File: src/rtl/sr_pkg.sv
package sr_pkg;

  typedef enum logic [1:0] {
    ST_IDLE  = 2'd0,
    ST_REARM = 2'd1,
    ST_ARMED = 2'd2,
    ST_ON    = 2'd3
  } sr_state_e;

  // counter width wide enough for the longer of the two windows
  function automatic int unsigned cnt_w(input int unsigned min_on, input int unsigned blank);
    int unsigned top;
    top = (min_on > blank) ? min_on : blank;
    return (top < 2) ? 1 : $clog2(top + 1);
  endfunction

  // true while trigger edges must be disregarded (age counts from 0 at turn-on)
  function automatic logic in_blank(input int unsigned age, input int unsigned blank);
    return age < blank;
  endfunction

  // true on the cycle whose closing edge may end a pulse of min_on cycles
  function automatic logic min_met(input int unsigned age, input int unsigned min_on);
    return (age + 1) >= min_on;
  endfunction

endpackage

File: src/rtl/sr_sync.sv
module sr_sync #(
  parameter int unsigned W      = 3,
  parameter int unsigned STAGES = 2
) (
  input  logic         clk,
  input  logic         rst_n,
  input  logic [W-1:0] d_async,
  output logic [W-1:0] q_sync
);
  logic [W-1:0] stg [STAGES];

  genvar s;
  generate
    for (s = 0; s < STAGES; s++) begin : g_stage
      if (s == 0) begin : g_first
        always_ff @(posedge clk) begin
          if (!rst_n) stg[0] <= '0;
          else        stg[0] <= d_async;
        end
      end else begin : g_next
        always_ff @(posedge clk) begin
          if (!rst_n) stg[s] <= '0;
          else        stg[s] <= stg[s-1];
        end
      end
    end
  endgenerate

  assign q_sync = stg[STAGES-1];
endmodule

File: src/rtl/sr_pulse_timer.sv
module sr_pulse_timer #(
  parameter int unsigned MIN_ON_CYC = 20,
  parameter int unsigned BLANK_CYC  = 4
) (
  input  logic clk,
  input  logic rst_n,
  input  logic restart,
  input  logic run,
  output logic blank_act,
  output logic min_done
);
  localparam int unsigned CW   = sr_pkg::cnt_w(MIN_ON_CYC, BLANK_CYC);
  localparam int unsigned CMAX = (MIN_ON_CYC > BLANK_CYC) ? MIN_ON_CYC : BLANK_CYC;

  logic [CW-1:0] age;

  always_ff @(posedge clk) begin
    if (!rst_n || restart)             age <= '0;
    else if (run && age != CW'(CMAX))  age <= age + 1'b1;
  end

  assign blank_act = sr_pkg::in_blank(int'(age), BLANK_CYC);
  assign min_done  = sr_pkg::min_met(int'(age), MIN_ON_CYC);

  // the blanking window closes before the minimum on-time can end
  blank_before_min_chk: assert property (@(posedge clk) disable iff (!rst_n)
    (run && min_done) |-> !blank_act);
endmodule

File: src/rtl/sr_seq_fsm.sv
module sr_seq_fsm (
  input  logic clk,
  input  logic rst_n,
  input  logic enable,
  input  logic on_s,
  input  logic off_s,
  input  logic trig_s,
  input  logic blank_act,
  input  logic min_done,
  output logic tmr_restart,
  output logic tmr_run,
  output logic gate
);
  import sr_pkg::*;

  sr_state_e st, st_nx;
  logic trig_d;
  logic trig_rise, turn_on, off_trig, off_sense;

  always_ff @(posedge clk) begin
    if (!rst_n) trig_d <= 1'b0;
    else        trig_d <= trig_s;
  end

  assign trig_rise = trig_s & ~trig_d;
  assign turn_on   = (st == ST_ARMED) && on_s && !trig_s;
  assign off_trig  = (st == ST_ON) && !blank_act && trig_rise;
  assign off_sense = (st == ST_ON) && min_done && off_s && !trig_s;

  always_comb begin
    st_nx = st;
    unique case (st)
      ST_IDLE:  st_nx = ST_REARM;
      ST_REARM: if (!on_s) st_nx = ST_ARMED;
      ST_ARMED: if (turn_on) st_nx = ST_ON;
      ST_ON:    if (off_trig || off_sense) st_nx = ST_REARM;
      default:  st_nx = ST_IDLE;
    endcase
    if (!enable) st_nx = ST_IDLE;
  end

  always_ff @(posedge clk) begin
    if (!rst_n) begin
      st   <= ST_IDLE;
      gate <= 1'b0;
    end else begin
      st   <= st_nx;
      gate <= (st_nx == ST_ON);
    end
  end

  assign tmr_restart = !enable || turn_on;
  assign tmr_run     = (st == ST_ON);


  gate_low_when_disabled_chk: assert property (@(posedge clk) disable iff (!rst_n)
    !enable |=> !gate);

  blank_holds_gate_chk: assert property (@(posedge clk) disable iff (!rst_n)
    (gate && enable && blank_act) |=> gate);

  min_on_holds_chk: assert property (@(posedge clk) disable iff (!rst_n)
    (gate && enable && !min_done && !off_trig) |=> gate);

  trig_cuts_pulse_chk: assert property (@(posedge clk) disable iff (!rst_n)
    off_trig |=> !gate);

  rise_needs_sense_chk: assert property (@(posedge clk) disable iff (!rst_n)
    $rose(gate) |-> ($past(on_s) && !$past(trig_s) && $past(enable)));

  no_back_to_back_chk: assert property (@(posedge clk) disable iff (!rst_n)
    $fell(gate) |=> !gate);
endmodule

File: src/rtl/sr_gate_seq.sv
module sr_gate_seq #(
  parameter int unsigned MIN_ON_CYC  = 20,
  parameter int unsigned BLANK_CYC   = 4,
  parameter int unsigned SYNC_STAGES = 2
) (
  input  logic clk,
  input  logic rst_n,
  input  logic enable,
  input  logic sense_on,
  input  logic sense_off,
  input  logic trig_in,
  output logic gate_drv
);
  localparam int unsigned NIN = 3;

  logic [NIN-1:0] raw_in, syn_in;
  logic blank_act, min_done, tmr_restart, tmr_run;

  assign raw_in = {trig_in, sense_off, sense_on};

  sr_sync #(.W(NIN), .STAGES(SYNC_STAGES)) u_sync (
    .clk(clk), .rst_n(rst_n), .d_async(raw_in), .q_sync(syn_in)
  );

  sr_pulse_timer #(.MIN_ON_CYC(MIN_ON_CYC), .BLANK_CYC(BLANK_CYC)) u_tmr (
    .clk(clk), .rst_n(rst_n), .restart(tmr_restart), .run(tmr_run),
    .blank_act(blank_act), .min_done(min_done)
  );

  sr_seq_fsm u_fsm (
    .clk(clk), .rst_n(rst_n), .enable(enable),
    .on_s(syn_in[0]), .off_s(syn_in[1]), .trig_s(syn_in[2]),
    .blank_act(blank_act), .min_done(min_done),
    .tmr_restart(tmr_restart), .tmr_run(tmr_run), .gate(gate_drv)
  );


  reset_gate_low_chk: assert property (@(posedge clk)
    !rst_n |=> !gate_drv);
endmodule

File: config.mk
export PLATFORM = sky130hd
export DESIGN_NAME = sr_gate_seq
export DESIGN_NICKNAME = d
export VERILOG_FILES = /design/src/rtl/sr_pkg.sv /design/src/rtl/sr_sync.sv /design/src/rtl/sr_pulse_timer.sv /design/src/rtl/sr_seq_fsm.sv /design/src/rtl/sr_gate_seq.sv
export SDC_FILE = /design/constraint.sdc
export NUM_CORES = 1
export LEC_CHECK = 0
export BUFFER_PORTS_ARGS = -buffer_cell sky130_fd_sc_hd__buf_4
export CAP_MARGIN = 5
export CORE_UTILIZATION = 24
export CTS_BUF_LIST = sky130_fd_sc_hd__clkbuf_8
export DETAILED_ROUTE_END_ITERATION = 10
export PLACE_DENSITY_LB_ADDON = 0.12
export SYNTH_ARGS = -nofsm -noshare
export SYNTH_HDL_FRONTEND = slang
export SYNTH_SLANG_ARGS = --single-unit
File: constraint.sdc
create_clock -name clk -period 1.5 [get_ports clk]
set_clock_uncertainty 0.2 [all_clocks]
set_input_delay 0.3 -clock clk [delete_from_list [all_inputs] [get_ports clk]]
set_output_delay 0.3 -clock clk [all_outputs]
set_load 0.005 [all_outputs]
==> impl_metrics.toml <==
[route]
avgRoutedWirePerCell_microns = 10.08
routed_via_density = 4.353
drt.antenna.violating_nets = 0
routed-via-count = 505
wl_microns = 1169
drt_iter0_drc = 4
drc = 0
dr.pass1.iters = 2

[power]
pwr-share-seq = 0.521
power.switching_uw = 171.0
vdd.ir_drop.worst_mv = 0.9609
p_int_uw = 619.6
clkPwrFrac = 0.419
power_frac_comb = 0.060
swShare = 0.2163
leakage_nw = 0.3933
p_per_area_nw_per_um2 = 868.0

[logic_synthesis]
ys_seq_area_frac = 0.4660
synthSimpleGateAreaFrac = 0.3282
synth_enable_flop_cells = 0
syn_nets = 73
synth.distinct_cells = 29
ys_seq_elements = 15
synth_top_family_by_area = "simple AND/OR/NAND/NOR gates"
syn_area_sq_um = 644.4
synth_compound_area_frac = 0.09903
netlist_instances = 65
synth_fa_ha_area_frac = 0.03883
syn_avg_cell_area_sq_um = 9.913
muxShareOfSynthArea = 0.01553
ys.warnings.count = 0
ys.flop_type = "dfxtp_1"
synthXorXnorAreaFrac = 0.02718
async_flop_share = 0

[die]
initial_core_util = 0.2578
die_h_microns = 53.82
core_area_sq_um = 2500
die_w_microns = 53.82
die_area_sq_um = 2896
std_cell_rows = 18
io_pins = 7

[timing]
min_period_ns = 1.489
tightest_slew_ns = 0.2680
whs_ns = 0.05391
hold_viol_final = 0
drv_slew = 0
rsz0062_at_grt = "yes"
worst_slew_margin_rel = 0.8197
setup_ws_ns = 0.01137
setup_viol = 0
max_freq_mhz = 671.8
fin_crit_sh = 0.9924

[layout]
antenna_cells = 0
fin_cells = 116
drive_gt1_frac = 0.4186
final_util = 0.3644
design_area_sq_um = 910.9
nets = 95
syn_to_final_growth_pct = 41.36

[clock_tree]
htreeDepth = 1
cts-root-buf = "clkbuf_8"
path_clk_slew_ns = 0.07
clockBufferDepth = 2
cts_hold_buf = 0
cts_tree = "built"
insertion_delay_ns = 0.25
cts.sinks = 15
cts_buffers = 3

[place]
dpl-instance-area_sq_um = 808.3
post-place-cells = 111
hpwl_microns = 910.8
io_buffers = 6
place_ws_ns = -0.07014
routabilityCongestion = 0.6881

[setup_path]
cp-start-kind = "flip-flop"
crit_fanout = 3
crit_slowest_cell = "dfxtp_1"
path_cells = "nor2b_1, o21a_1, nor4_1, buf_4, nor3b_1"
slowest_delay_ns = 0.33
r2r_cells = 5
critPathCaptureType = "flip-flop"
critPathArrivalTime_ns = 1.42
worst-setup-path-type = "reg2reg"
critPathRequiredTime_ns = 1.43

[global_route]
track_usage = 0.09432
grt_max_degree = 11
grt_overflow = 0
grt_pass1_wl_microns = 1849
antenna_found_initial = 0
grt_pass1_vias = 448

[flow_run]
cap_violations = 0

[worst_hold_path]
hold-path-cell-count = 2
hp-class = "in2reg"

[status]
status = "complete, no violations"
-- final timing paths --
check,from,end,slack (ns)
setup reg to reg,u_fsm.st[1],u_fsm.gate,0.01
hold reg to reg,u_sync.stg[0][1],u_sync.stg[1][1],0.23
setup / recovery,u_fsm.st[1],u_fsm.gate,0.01
hold / removal,trig_in,u_sync.stg[0][2],0.05
-- registers in the layout, indices dropped and copies added (netlist names) --
signal        flops
u_fsm.st          2
u_fsm.trig_d      1
u_sync.stg        6
u_fsm.gate        1
u_tmr.age         5
-- power groups by stage --
stage	Combinational (mW)	Sequential [mW]	Clock, mW
3_3_place_gp	0.0466	0.424	0
3_5_place_dp	0.0465	0.424	0
4_1_cts	0.0467	0.415	0.346
2_1_floorplan	0.0203	0.425	0
6_report	0.0472	0.412	0.332
5_1_grt	0.0517	0.413	0.367
-- synthesized netlist by cell type, types with 2 or more instances --
library cell	instances	area share
nor3b_1	3	0.035
dfxtp_1	15	0.47
and2_1	7	0.068
nand3_1	3	0.023
nor2_1	3	0.017
or3_1	3	0.029
o21ai_0	2	0.016
nand2_1	4	0.023
nor3_1	2	0.016
inv_1	3	0.017
ha_1	2	0.039
-- per-stage QoR --
step                setup TNS, ns  power, mW
floorplan                       0     0.4455
global placement          -0.1882     0.4707
detailed placement        -0.2071     0.4706
CTS                     -0.001491     0.8074
global route             -0.01863     0.8315
finish                          0     0.7906
-- routing by layer --
metal / up-vias / global-route usage / part of all wire
met5: - / 0 / 0
met4: 0 / 0.01316 / 0
met3: 0 / 0.05932 / 0.044
met2: 8 / 0.1481 / 0.47
met1: 223 / 0.1100 / 0.49
li1: 274 / - / -
-- logic make-up after synthesis --
group | after synthesis
AND/OR/NAND/NOR | 32
flip-flops | 15
AO/OA/AOI/OAI | 9
buffers and inverters | 4
XOR/XNOR | 2
adder cells (fa/ha/maj) | 2
multiplexers | 1
-- placed cells by master, fill, tap and decap left out --
cell type,count
a211oi_1,1
a21oi_1,1
a21oi_2,1
a311o_1,1
a31o_2,1
a31oi_2,1
and2_1,7
and3_2,1
buf_4,18
clkbuf_8,3
clkinvlp_4,1
dfxtp_1,12
dfxtp_2,1
dfxtp_4,2
ha_4,2
inv_1,2
inv_2,1
mux2i_1,1
nand2_1,4
nand3_1,2
nand3_2,1
nand3_4,1
nand3b_1,1
nand4_1,1
nand4b_4,1
nor2_1,3
nor2b_1,1
nor3_1,2
nor3b_1,2
nor3b_2,1
nor4_1,1
o21a_1,1
o21ai_0,2
or3_1,3
xnor2_1,1
xor2_1,1
-- critical path, delay by kind of cell (launching register included) --
family | cells | cell delay [ns]
and+or+nand+nor | 3 | 0.45
buffers and inverters | 1 | 0.17
DFF | 1 | 0.33
AOI/OAI and AO/OA | 1 | 0.22
-- timing repair --
| item | in CTS | in global routing |
|---|---|---|
| pin swaps | 2 | 2 |
| buffers inserted | 1 | 0 |
| resized for setup | 3 | 8 |
| setup endpoints to repair | 4 | 6 |
-- area by class of cell --
class	count	area, sq um
fillers	251	1589
multi-input cells	46	369.1
flip-flops and latches	15	309.0
repair buffers	18	135.1
clock buffers	3	41.29
well taps	30	37.54
inverters	3	11.26
clock inverters	1	7.507
No activity file was read; power rests on OpenSTA's default activity.
